===== src/rtl/irq_enc_pkg.sv =====
package irq_enc_pkg;
  localparam int unsigned NUM_W     = 6;
  localparam int unsigned FIRST_EXT = 16;

  typedef logic [NUM_W-1:0] irq_num_t;

  // External line index to interrupt number.
  function automatic irq_num_t map_line(input int unsigned line);
    return irq_num_t'(FIRST_EXT + line);
  endfunction

  // Acceptance rule: enabled and not less urgent than the limit.
  function automatic logic may_take(input logic en, input irq_num_t num,
                                    input irq_num_t limit);
    return en && (num <= limit);
  endfunction
endpackage


===== src/rtl/irq_line_sampler.sv =====
module irq_line_sampler #(
  parameter int unsigned NUM_LINES = 48
) (
  input  logic                 clk,
  input  logic                 rst_n,
  input  logic [NUM_LINES-1:0] req_i,
  input  logic [NUM_LINES-1:0] ack_i,
  output logic [NUM_LINES-1:0] pend_o
);
  for (genvar g = 0; g < NUM_LINES; g++) begin : g_line
    always_ff @(posedge clk) begin
      if (!rst_n) pend_o[g] <= 1'b0;
      else        pend_o[g] <= req_i[g] & ~ack_i[g];
    end
  end
endmodule


===== src/rtl/irq_prio_pick.sv =====
module irq_prio_pick #(
  parameter int unsigned NUM_LINES = 48,
  parameter int unsigned IDX_W     = $clog2(NUM_LINES)
) (
  input  logic [NUM_LINES-1:0] pend_i,
  output logic                 any_o,
  output logic [IDX_W-1:0]     idx_o
);
  // Scan from the top down so the lowest index is the last one written.
  always_comb begin
    any_o = 1'b0;
    idx_o = '0;
    for (int i = NUM_LINES - 1; i >= 0; i--) begin
      if (pend_i[i]) begin
        any_o = 1'b1;
        idx_o = IDX_W'(i);
      end
    end
  end
endmodule


===== src/rtl/irq_take_ctl.sv =====
module irq_take_ctl
  import irq_enc_pkg::*;
(
  input  logic     clk,
  input  logic     rst_n,
  input  logic     ie_i,
  input  irq_num_t thr_i,
  input  logic     irq_i,
  input  irq_num_t num_i,
  output logic     accept_o,
  output logic     eligible_o,
  output logic     rearm_o
);
  logic     ie_q;
  irq_num_t thr_q;
  logic     taken_v;
  irq_num_t taken_num;
  logic     same_as_taken;

  always_ff @(posedge clk) begin
    if (!rst_n) begin
      ie_q  <= 1'b0;
      thr_q <= '0;
    end else begin
      ie_q  <= ie_i;
      thr_q <= thr_i;
    end
  end

  assign eligible_o    = irq_i && may_take(ie_q, num_i, thr_q);
  assign same_as_taken = taken_v && (taken_num == num_i);
  assign accept_o      = eligible_o && !same_as_taken;
  assign rearm_o       = taken_v && (!irq_i || (taken_num != num_i));

  always_ff @(posedge clk) begin
    if (!rst_n) begin
      taken_v   <= 1'b0;
      taken_num <= '0;
    end else if (accept_o) begin
      taken_v   <= 1'b1;
      taken_num <= num_i;
    end else if (rearm_o) begin
      taken_v   <= 1'b0;
    end
  end
endmodule


===== src/rtl/irq_prio_encoder.sv =====
module irq_prio_encoder
  import irq_enc_pkg::*;
#(
  parameter int unsigned NUM_LINES = 48
) (
  input  logic                 clk,
  input  logic                 rst_n,
  input  logic [NUM_LINES-1:0] req_i,
  input  logic [NUM_LINES-1:0] ack_i,
  input  logic                 ie_i,
  input  logic [NUM_W-1:0]     thr_i,
  output logic                 irq_o,
  output logic [NUM_W-1:0]     irq_num_o,
  output logic                 accept_o
);
  localparam int unsigned IDX_W = $clog2(NUM_LINES);

  logic [NUM_LINES-1:0] pend_w;
  logic                 any_w;
  logic [IDX_W-1:0]     idx_w;
  irq_num_t             num_w;
  logic                 eligible_w;
  logic                 rearm_w;

  irq_line_sampler #(.NUM_LINES(NUM_LINES)) u_samp (
    .clk(clk), .rst_n(rst_n), .req_i(req_i), .ack_i(ack_i), .pend_o(pend_w)
  );

  irq_prio_pick #(.NUM_LINES(NUM_LINES), .IDX_W(IDX_W)) u_pick (
    .pend_i(pend_w), .any_o(any_w), .idx_o(idx_w)
  );

  assign num_w     = any_w ? map_line(int'(idx_w)) : '0;
  assign irq_o     = any_w;
  assign irq_num_o = num_w;

  irq_take_ctl u_take (
    .clk(clk), .rst_n(rst_n), .ie_i(ie_i), .thr_i(thr_i),
    .irq_i(any_w), .num_i(num_w),
    .accept_o(accept_o), .eligible_o(eligible_w), .rearm_o(rearm_w)
  );
endmodule


===== config.mk =====
export PLATFORM = sky130hd
export DESIGN_NAME = irq_prio_encoder
export DESIGN_NICKNAME = d
export VERILOG_FILES = /design/src/rtl/irq_enc_pkg.sv /design/src/rtl/irq_line_sampler.sv /design/src/rtl/irq_prio_pick.sv /design/src/rtl/irq_take_ctl.sv /design/src/rtl/irq_prio_encoder.sv
export SDC_FILE = /design/constraint.sdc
export NUM_CORES = 1
export LEC_CHECK = 0
export ABC_AREA = 1
export BUFFER_PORTS_ARGS = -buffer_cell sky130_fd_sc_hd__buf_2
export CAP_MARGIN = 0
export CORE_AREA = 2 2 77 79
export CTS_BUF_LIST = sky130_fd_sc_hd__clkbuf_4
export DETAILED_ROUTE_END_ITERATION = 12
export DIE_AREA = 0 0 79 81
export HOLD_SLACK_MARGIN = 0.08
export PLACE_DENSITY = 0.87
export SETUP_SLACK_MARGIN = 0.15
export SYNTH_ARGS = -nofsm -noshare
export SYNTH_HDL_FRONTEND = slang
export SYNTH_HIERARCHICAL = 1
export SYNTH_SLANG_ARGS = --single-unit

===== constraint.sdc =====
create_clock -name clk -period 10 [get_ports clk]
set_clock_uncertainty 0.2 [all_clocks]
set_input_delay 2 -clock clk [delete_from_list [all_inputs] [get_ports clk]]
set_output_delay 2 -clock clk [all_outputs]
set_load 0.03 [all_outputs]

* Yosys cells after proc, flatten, opt, wreduce, memory -nomap -nowiden
Cells that the tools add are included.
** Storage, ports and cells
- Register bits after elaboration :: 62
- Input port bits :: 105
- Word-level logic and storage cells :: 260
** Operators by class
- Add/sub/neg operators :: 1
- $lt $le $gt $ge :: 1
- Eq/ne operators :: 2
- Mux-type cells :: 99
- Bitwise logic cells :: 96
- Reduce and logical (&&, ||, !) cells :: 9
** Operators with widths (count)
- two-way mux 6 bit :: 49
- two-way mux 1 bit :: 50
- bitwise AND 1 bit :: 48
- inverter 1 bit :: 48
- adder 5 x 6 -> 6 bit (first input constant) :: 1
- == test 6 bit :: 1
- less-or-equal comparator 6 bit :: 1
- inequality test 6 bit :: 1
- logical AND 1 bit :: 5
- logical NOT 1 bit :: 2
- nonzero test 2 bit :: 1
- logical OR 1 bit :: 1

* Logic depth before layout (Yosys ltp)
Gate-level depths: netlist (run 1).
- Depth in word-level cells :: 55
- Gate-level depth with buffers :: 61
- Mapped depth without buffers :: 61

* By module
Netlist (run 1), hierarchy kept.
** By module, submodules not included
- irq_line_sampler :: times used 1, cells an instance 149, area each 1361.3 um2, sequential area each 960.9 um2
- irq_take_ctl :: times used 1, cells an instance 121, area each 905.9 um2, sequential area each 280.3 um2
- irq_prio_pick :: times used 1, cells an instance 165, area each 679.4 um2, sequential area each 0.0 um2
- irq_prio_encoder :: times used 1, cells an instance 14, area each 52.6 um2, sequential area each 0.0 um2

* Worst setup path before layout (run 1)
No wires, ideal clock.
- Path type :: flip-flop to output port
- From :: reg u_samp.pend_o[46]
- To :: out accept_o
- Arrival :: 3.539 ns
- Data required time :: 7.800 ns
- Setup slack :: 4.261 ns
- Cell stages (with the launch flop) :: 56
- Path buffers :: 0
- Path through :: dfxtp_1 -> inv_1 -> nand2_1 -> nand2_1 -> nand2_1 -> nand2_1 -> nand2_1 -> nand2_1 -> nand2_1 -> nand2_1 -> nand2_1 -> nand2_1 -> nand2_1 -> nand2_1 -> nand2_1 -> nand2_1 -> nand2_1 -> nand2_1 -> (+20 left out) -> nand2_1 -> nand2_1 -> nand2_1 -> nand2_1 -> nand2_1 -> nand2_1 -> nand2_1 -> nand2_1 -> nand2_1 -> a21oi_2 -> nand2_1 -> inv_1 -> inv_1 -> ha_1 -> nand3_4 -> nand2_4 -> nand3_4 -> nor2_8
** On the way
- Word-level cells in the longest chain between the ends :: 53
** RTL lines
- start: declaration :: line irq_line_sampler.sv:8 : output logic [NUM_LINES-1:0] pend_o
- start signal: indexed assignment :: line irq_line_sampler.sv:13 : else pend_o[g] <= req_i[g] & ~ack_i[g];
- two-way mux 6 bit * (47 in a row) :: line irq_prio_pick.sv:14 : if (pend_i[i]) begin
- via idx_w[0] :: line irq_prio_encoder.sv:20 : logic [IDX_W-1:0] idx_w;
- adder 5 x 6 -> 6 bit * :: line irq_enc_pkg.sv:9 : return irq_num_t'(FIRST_EXT + line);
- two-way mux 6 bit * :: line irq_prio_encoder.sv:33 : assign num_w = any_w ? map_line(int'(idx_w)) : '0;
- via irq_num_o[0] :: line irq_prio_encoder.sv:13 : output logic [NUM_W-1:0] irq_num_o,
- less-or-equal comparator 6 bit or == test 6 bit (tied branches) :: line irq_enc_pkg.sv:15, irq_take_ctl.sv:31
- logical AND 1 bit, on equally long branches :: line irq_enc_pkg.sv:15, irq_take_ctl.sv:31
- logical AND 1 bit or logical NOT 1 bit (tied branches) :: line irq_take_ctl.sv:30, irq_take_ctl.sv:32
- logical AND 1 bit * :: line irq_take_ctl.sv:32 : assign accept_o = eligible_o && !same_as_taken;
- end: declaration :: line irq_prio_encoder.sv:14 : output logic accept_o
Mark *: on every way through the listed nets, which the timed path passes. The rest lies on a longest branch.

* Worst setup path after layout (run 1)
- From :: reg u_samp.pend_o[46]
- To :: out accept_o
** On the way
- Word-level cells in the longest chain between the ends :: 53
** RTL lines (line)
- two-way mux 6 bit * (47 in a row) :: irq_prio_pick.sv:14
- via idx_w[0] :: irq_prio_encoder.sv:20
- adder 5 x 6 -> 6 bit * :: irq_enc_pkg.sv:9
- two-way mux 6 bit * :: irq_prio_encoder.sv:33
- less-or-equal comparator 6 bit or == test 6 bit (tied branches) :: irq_enc_pkg.sv:15, irq_take_ctl.sv:31
- logical AND 1 bit, on equally long branches :: irq_enc_pkg.sv:15, irq_take_ctl.sv:31
- logical AND 1 bit or logical NOT 1 bit (tied branches) :: irq_take_ctl.sv:30, irq_take_ctl.sv:32
- logical AND 1 bit * :: irq_take_ctl.sv:32
Marked as above.

==> results of run 1 <==
[per-stage QoR]
step / instance area (µm²) / setup slack (ns) / hold slack, ns
after floorplan: 2980 / 4.27 / 0.282
after global placement: 3590 / 4.10 / 0.292
after detailed placement: 3590 / 4.00 / 0.296
after CTS: 3720 / 3.49 / 0.311
after global routing: 3720 / 2.79 / 0.323
final: 3720 / 3.54 / 0.308
[state kept, by name (all words and copies together) (netlist names)]
| name | cells |
|---|---|
| u_take/taken_num | 6 |
| u_take/ie_q | 1 |
| u_samp/pend_o | 48 |
| u_take/thr_q | 6 |
| u_take/taken_v | 1 |
[worst max-delay path: cells and delay by family (launching register included)]
kind            cells  cell delay, ns
flops               1            0.35
simple gates       53            2.78
fa+ha+maj           1            0.16
buf+inv             5            0.50
compound gates      1            0.05
[routing by layer]
layer / wire [µm] / up-vias
met1: 2530 / 1200
met3: 305 / 11
met2: 3050 / 71
li1: - / 1557
met4: 134 / 0
met5: 0 / -
[path summary, 6_finish.rpt]
check / startpoint / endpoint / slack [ns]
worst max register to register: u_samp/pend_o[46]$_SDFF_PN0_ / u_take/taken_num[0]$_SDFFE_PN0P_ / 5.91
worst min-delay path: u_take/taken_num[3]$_SDFFE_PN0P_ / u_take/taken_num[3]$_SDFFE_PN0P_ / 0.31
worst max-delay path: u_samp/pend_o[46]$_SDFF_PN0_ / accept_o / 3.54
worst min register to register: u_take/taken_num[3]$_SDFFE_PN0P_ / u_take/taken_num[3]$_SDFFE_PN0P_ / 0.31
[placed cells by master, fill, tap and decap left out, drive strengths merged, types with 2 or more instances in the layout]
| cell type | count |
|---|---|
| nor2 | 88 |
| buf | 112 |
| a21oi | 9 |
| nor3 | 4 |
| dfxtp | 62 |
| o311ai | 2 |
| xor2 | 2 |
| nor4 | 4 |
| nand2 | 156 |
| nand4 | 8 |
| clkinv | 6 |
| nand3 | 7 |
| ha | 6 |
| clkbuf | 10 |
| inv | 85 |
[power breakdown]
part           internal [mW]  total, mW  switching, mW
Combinational         0.0516      0.125         0.0731
Sequential             0.259      0.266        0.00727
Clock                 0.0787      0.169         0.0899
[cell type report]
type | count | area (µm²) | area share
timing repair buffer | 112 | 561 | 0.151
sequential | 62 | 1240 | 0.333
multi-input combinational | 291 | 1370 | 0.367
inverter | 86 | 325 | 0.0874
clock buffer | 10 | 75.1 | 0.0202
clock inverter | 6 | 62.6 | 0.0168
tap | 75 | 93.8 | 0.0252
==> reports/qor.txt, run 1 <==
outcome - complete, no violations
grt met3 use - 0.0567
Die Width - 79 µm
Die H - 81 µm
CP Class - reg2out
critical-path maximum fanout - 7
PortBufs - 112
Iteration-0 DRC Markers - 114
first-pass GRT wire length - 9980 µm
Req. time, crit path - 7.80 ns
Avg WL per Cell - 9.37 µm
Mapped Cells - 446
core area - 5680 µm²
Slew Limit Fails - 0
Post-CTS Setup Bufs - 0
clock sink total - 62
reg2reg path depth - 60
CTS Buf Count - 9
grt ovf - 0
largest net degree at the start of global routing - 63
ANT cells - 0
row cnt - 28
Reg clk slew, reported paths - 0.11 ns
Finished Layout Cells - 642
Slew headroom - 0.318
via density per instance - 4.42
Vias - 2839
mapped cell area - 2980 µm²
hold path cells - 2
grt met1 use - 0.206
GRT Max-Usage Layer - met2
drt first pass iters - 4
hold-fix buffer count after cts - 0
Clock Latency Late Sink - 0.40 ns
post-CTS sizing - 0
Static Leak - 2.06 nW
Clock Tree Root - clkbuf_4
# H-tree levels - 3
Final Hold Viols - 0
synthesis-to-finish area growth - 24.8%
Worst path slowest cell - dfxtp_1
placed instance count - 626
Final Util - 0.656
RSZ-0062 raised after global routing - no
Initial Utilization - 0.526
nets - 673
pwr/cell area - 150 nW/µm²
max incr delay on CP - 0.35 ns
DIE AREA - 6400 µm²
FMAX - 155 MHz
CP arrival - 4.26 ns
Max Root-Sink Buffers - 2
GRT Overall Usage - 0.200
total routed wirelength - 6020 µm
IO Count - 113
CP most frequent cell - nand2_1
Final setup viols - 0
number of global-route vias before repair - 2573
syn nets - 557
syn avg cell area - 6.69 µm²
CTS tree - done
CP Launch Type - register
Worst Hold Class - reg2reg
# fillers - 500
drt drc - 0
met2 Usage GRT - 0.364
GPL Wtd Cong - 0.776
antenna-violating nets left - 0
share of cells above drive strength 1 - 0.265
dpl hpwl - 4680 µm
Synth warnings - 6
fin crit period - 6.46 ns
Tot Pwr - 0.559 mW
Max Cap Viol - 0
initial antenna violation count - 0
crit path capture type - primary output
Max rail drop VDD - 115 µV
Tcrit/Tclk final - 0.646
final setup TNS - 0 ns
Least-Margin Pin Slew - 1.02 ns
No activity file was read; power rests on OpenSTA's default activity.
==> inputs of run 2 (changes only) <==
Settings changed: CORE_AREA 2 2 77 79 to 2 2 80 82, DIE_AREA 0 0 79 81 to 0 0 82 84, PLACE_DENSITY 0.87 to 0.81.
Clock period 10 ns to 6.8 ns, I/O delays scaled along.
==> reports/qor.txt, run 2 (same netlist as run 1, synthesis figures left out) <==
IO Count - 113 (unchanged)
Worst Hold Class - reg2reg (unchanged)
Slew headroom - 0.337 (was 0.318)
max incr delay on CP - 0.33 ns (was 0.35 ns)
# fillers - 568 (was 500)
share of cells above drive strength 1 - 0.265 (unchanged)
Worst path slowest cell - dfxtp_1 (unchanged)
Die Width - 82 µm (was 79 µm)
first-pass GRT wire length - 10800 µm (was 9980 µm)
PortBufs - 112 (unchanged)
Post-CTS Setup Bufs - 0 (unchanged)
CP arrival - 4.25 ns (was 4.26 ns)
FMAX - 172 MHz
ANT cells - 0 (unchanged)
Avg WL per Cell - 9.59 µm (was 9.37 µm)
Final WS setup - 0.992 ns (was 3.54 ns)
most frequent cells in the layout - 153 x nand2_1, 112 x buf_2, 83 x inv_1, 77 x nor2_1, 62 x dfxtp_1 (unchanged)
Tcrit/Tclk final - 0.854
row cnt - 29 (was 28)
outcome - complete, no violations (unchanged)
Max rail drop VDD - 125 µV (was 115 µV)
GPL Wtd Cong - 0.797 (was 0.776)
Die H - 84 µm (was 81 µm)
final setup TNS - 0 ns (unchanged)
Least-Margin Pin Slew - 0.994 ns (was 1.02 ns)
DIE AREA - 6890 µm² (was 6400 µm²)
antenna-violating nets left - 0 (unchanged)
fin crit period - 5.81 ns
Req. time, crit path - 5.24 ns (was 7.80 ns)
number of global-route vias before repair - 2813 (was 2573)
core area - 6100 µm² (was 5680 µm²)
pwr/cell area - 222 nW/µm² (was 150 nW/µm²)
drt drc - 0 (unchanged)
RSZ-0062 raised after global routing - no (unchanged)
nets - 673 (unchanged)
Slew Limit Fails - 0 (unchanged)
reg2reg path depth - 56 (was 60)
pre-CTS setup slack - 1.44 ns (was 4.00 ns)
Max Root-Sink Buffers - 2 (unchanged)
largest net degree at the start of global routing - 63 (unchanged)
commonest non-fill, non-tap cell in the layout - nand2_1 (unchanged)
Final setup viols - 0 (unchanged)
crit path capture type - primary output (unchanged)
hold-fix buffer count after cts - 0 (unchanged)
CTS Buf Count - 9 (unchanged)
Iteration-0 DRC Markers - 89 (was 114)
CP Class - reg2out (unchanged)
Largest regs - u_samp/pend_o (48), u_take/taken_num (6), u_take/thr_q (6) (unchanged)
Clock Tree Root - clkbuf_4 (unchanged)
Clock Latency Late Sink - 0.40 ns (about the same)
max reg flops - 48 (unchanged)
via density per instance - 4.39 (was 4.42)
dpl hpwl - 4770 µm (was 4680 µm)
critical-path maximum fanout - 7 (unchanged)
post-CTS sizing - 0 (unchanged)
Max Cap Viol - 0 (unchanged)
Most flops, register - u_samp/pend_o (unchanged)
# H-tree levels - 3 (unchanged)
hold path cells - 2 (unchanged)
CP most frequent cell - nand2_1 (unchanged)
Vias - 2825 (was 2839)
Reg clk slew, reported paths - 0.11 ns (about the same)
total routed wirelength - 6180 µm (was 6020 µm)
clock sink total - 62 (unchanged)
Static Leak - 2.06 nW (about the same)
GRT Overall Usage - 0.201 (was 0.200)
drt first pass iters - 4 (unchanged)
initial antenna violation count - 0 (unchanged)
CTS tree - done (unchanged)
grt ovf - 0 (unchanged)
CP Launch Type - register (unchanged)
synthesis-to-finish area growth - 25.0% (was 24.8%)
Initial Utilization - 0.489 (was 0.526)
Final Hold Viols - 0 (unchanged)
==> run 2: final timing paths <==
check / from / endpoint / slack [ns]
worst min register to register: u_take/taken_num[2]$_SDFFE_PN0P_ / u_take/taken_num[2]$_SDFFE_PN0P_ / 0.32
worst max register to register: u_samp/pend_o[46]$_SDFF_PN0_ / u_take/taken_num[2]$_SDFFE_PN0P_ / 2.71
worst max-delay path: u_samp/pend_o[46]$_SDFF_PN0_ / accept_o / 0.99
worst min-delay path: u_take/taken_num[2]$_SDFFE_PN0P_ / u_take/taken_num[2]$_SDFFE_PN0P_ / 0.32
==> run 2: cell type report <==
type / instances / area [µm²] / share of cell area
Tap cell: 77 / 96.3 / 0.0258
Multi-Input combinational cell: 291 / 1370 / 0.366
Inverter: 86 / 325 / 0.0872
Clock inverter: 7 / 73.8 / 0.0198
Timing Repair Buffer: 112 / 561 / 0.150
Sequential cell: 62 / 1240 / 0.333
Clock buffer: 9 / 67.6 / 0.0181
==> run 2: worst max-delay path: cells and delay by family, from the launching register on <==
kind	cells	cell delay [ns]
flops	1	0.33
simple gates	50	2.63
compound gates	1	0.10
buf+inv	4	0.47
fa+ha+maj	1	0.33
==> run 2: report_power, final <==
| part | internal (mW) | total (mW) | switching (mW) |
|---|---|---|---|
| sequential | 0.381 | 0.392 | 0.0111 |
| combinational | 0.0757 | 0.184 | 0.108 |
| clock | 0.113 | 0.254 | 0.141 |
==> run 2: through the flow <==
stage	total power, mW	util	cell area, µm²	hold WS, ns	instances
2_1_floorplan	0.529	-	2980	0.282	446
6_report	0.829	0.612	3730	0.317	644
3_5_place_dp	0.584	0.589	3590	0.301	628
4_1_cts	0.840	0.612	3730	0.317	644
5_1_grt	0.881	0.612	3730	0.330	644
3_3_place_gp	0.577	0.589	3590	0.292	628
==> run 2: metal layers <==
layer / track usage / vias to the layer above / wire [µm]
met2: 0.351 / 70 / 3090
met5: 0 / - / 0
met1: 0.211 / 1185 / 2610
met3: 0.0541 / 15 / 321
li1: - / 1555 / -
met4: 0.115 / 0 / 156
==> inputs of run 3 (changes only) <==
Clock period 6.8 ns to 6.45 ns, I/O delays scaled along.
==> reports/qor.txt, run 3 (same netlist as run 1, synthesis figures left out) <==
CTS tree - done (unchanged)
hold path start - u_take/taken_num[4]$_SDFFE_PN0P_ (was u_take/taken_num[2]$_SDFFE_PN0P_)
IO Count - 113 (unchanged)
Comb pwr share - 0.231 (was 0.222)
antenna-violating nets left - 0 (unchanged)
Most flops, register - u_samp/pend_o (unchanged)
initial antenna violation count - 0 (unchanged)
row cnt - 29 (unchanged)
RSZ-0062 raised after global routing - no (unchanged)
Static Leak - 2.09 nW (was 2.06 nW)
Worst Hold Class - reg2reg (unchanged)
Die Width - 82 µm (unchanged)
Tcrit/Tclk final - 0.875
Worst R2R Setup Slack - 2.20 ns (was 2.71 ns)
PortBufs - 112 (unchanged)
Reg power frac - 0.468 (was 0.472)
reg2reg path depth - 63 (was 56)
drt drc - 0 (unchanged)
final setup TNS - 0 ns (unchanged)
placed instance count - 628 (unchanged)
dpl hpwl - 4800 µm (was 4770 µm)
Final Util - 0.620 (was 0.612)
CP Launch Type - register (unchanged)
Req. time, crit path - 4.96 ns (was 5.24 ns)
fin crit period - 5.64 ns
Internal - 0.606 mW (was 0.569 mW)
Vias - 2869 (was 2825)
pre-CTS setup slack - 1.14 ns (was 1.44 ns)
Placement Cell Area - 3590 µm² (unchanged)
synthesis-to-finish area growth - 26.8% (was 25.0%)
sw frac - 0.312 (was 0.313)
Max Root-Sink Buffers - 2 (unchanged)
routed length on met2 - 3240 µm (was 3090 µm)
Max Cap Viol - 0 (unchanged)
commonest non-fill, non-tap cell in the layout - nand2_1 (unchanged)
Worst path slowest cell - dfxtp_2 (was dfxtp_1)
outcome - complete, no violations (unchanged)
Initial Utilization - 0.489 (unchanged)
CTS Buf Count - 9 (unchanged)
largest net degree at the start of global routing - 63 (unchanged)
FMAX - 177 MHz
pwr/cell area - 233 nW/µm² (was 222 nW/µm²)
DIE AREA - 6890 µm² (unchanged)
WHS - 0.317 ns (about the same)
Iteration-0 DRC Markers - 81 (was 89)
drt first pass iters - 4 (unchanged)
Max rail drop VDD - 127 µV (was 125 µV)
CP most frequent cell - nand2_1 (unchanged)
# fillers - 582 (was 568)
clock network power share - 0.301 (was 0.306)
CP Class - reg2out (unchanged)
clock sink total - 62 (unchanged)
via density per instance - 4.42 (was 4.39)
GRT Overall Usage - 0.204 (was 0.201)
# H-tree levels - 3 (unchanged)
Slew Limit Fails - 0 (unchanged)
share of cells above drive strength 1 - 0.276 (was 0.265)
first-pass GRT wire length - 10900 µm (was 10800 µm)
max reg flops - 48 (unchanged)
R2R Path End - u_take/taken_num[1]$_SDFFE_PN0P_ (was u_take/taken_num[2]$_SDFFE_PN0P_)
number of global-route vias before repair - 2817 (was 2813)
Reg clk slew, reported paths - 0.11 ns (about the same)
Final Hold Viols - 0 (unchanged)
hold path cells - 2 (unchanged)
most frequent cells in the layout - 153 x nand2_1, 111 x buf_2, 81 x inv_1, 77 x nor2_1, 61 x dfxtp_1 (was 153 x nand2_1, 112 x buf_2, 83 x inv_1, 77 x nor2_1, 62 x dfxtp_1)
Tot Pwr - 0.881 mW (was 0.829 mW)
routed length on met1 - 2630 µm (was 2610 µm)
critical-path maximum fanout - 5 (was 7)
ANT cells - 0 (unchanged)
CP arrival - 4.15 ns (was 4.25 ns)
Clock Latency Late Sink - 0.40 ns (about the same)
Avg WL per Cell - 9.79 µm (was 9.59 µm)
hold endpoint - u_take/taken_num[4]$_SDFFE_PN0P_ (was u_take/taken_num[2]$_SDFFE_PN0P_)
max incr delay on CP - 0.34 ns (was 0.33 ns)
Least-Margin Pin Slew - 0.999 ns (was 0.994 ns)
Final setup viols - 0 (unchanged)
met3 wire length - 349 µm (was 321 µm)
net switching power - 0.275 mW (was 0.260 mW)
GPL Wtd Cong - 0.797 (about the same)
grt ovf - 0 (unchanged)
Final WS setup - 0.806 ns (was 0.992 ns)
RR Startpoint - u_samp/pend_o[46]$_SDFF_PN0_ (unchanged)
crit path capture type - primary output (unchanged)
total routed wirelength - 6350 µm (was 6180 µm)
Clock Tree Root - clkbuf_4 (unchanged)
fin area - 3780 µm² (was 3730 µm²)
Slew headroom - 0.334 (was 0.337)
Largest regs - u_samp/pend_o (48), u_take/taken_num (6), u_take/thr_q (6) (unchanged)
top routing layer in use - met4 (unchanged)
Die H - 84 µm (unchanged)
core area - 6100 µm² (unchanged)
nets - 678 (was 673)
Finished Layout Cells - 649 (was 644)
[run 3: routing by layer]
layer,vias to the layer above,GRT usage
met2,80,0.361
li1,1564,-
met1,1212,0.211
met3,13,0.0617
met4,0,0.105
met5,-,0
[run 3: worst max path at each step]
stage	from	endpoint	slack, ns	cells after the start
6_report	u_samp/pend_o[46]$_SDFF_PN0_	accept_o	0.81	60
3_3_place_gp	u_samp/pend_o[46]$_SDFF_PN0_	accept_o	1.25	56
2_1_floorplan	u_samp/pend_o[46]$_SDFF_PN0_	accept_o	1.43	55
3_5_place_dp	u_samp/pend_o[46]$_SDFF_PN0_	accept_o	1.14	56
5_1_grt	u_samp/pend_o[46]$_SDFF_PN0_	accept_o	0.14	60
4_1_cts	u_samp/pend_o[46]$_SDFF_PN0_	accept_o	0.56	60
[run 3: critical path, delay by kind of cell (launching register included)]
kind	cells	cell delay (ns)
adders and majority gates	1	0.13
and+or+nand+nor	53	2.90
AOI/OAI and AO/OA	1	0.05
buffers and inverters	5	0.34
DFF	1	0.34
[run 3: repair_timing]
item / 4_1_cts / 5_1_grt
endpoints found under the setup margin: 0 / 1
hold buffers: 0 / 0
buffers inserted: 0 / 5
resized for setup: 0 / 7
[run 3: area by class of cell]
cell class                      count  area [µm²]  share of cell area
Multi-Input combinational cell    291        1370               0.363
Clock inverter                      7        73.8              0.0195
Timing Repair Buffer              117         604               0.160
Inverter                           86         325              0.0860
Sequential cell                    62        1240               0.328
Tap cell                           77        96.3              0.0255
Clock buffer                        9        67.6              0.0179
[run 3: power by group through the flow]
stage	clock, mW	combinational (mW)	sequential [mW]
after floorplan	0	0.139	0.418
after global placement	0	0.188	0.420
after detailed placement	0	0.195	0.421
after CTS	0.276	0.197	0.413
after global routing	0.291	0.233	0.415
final	0.265	0.204	0.413
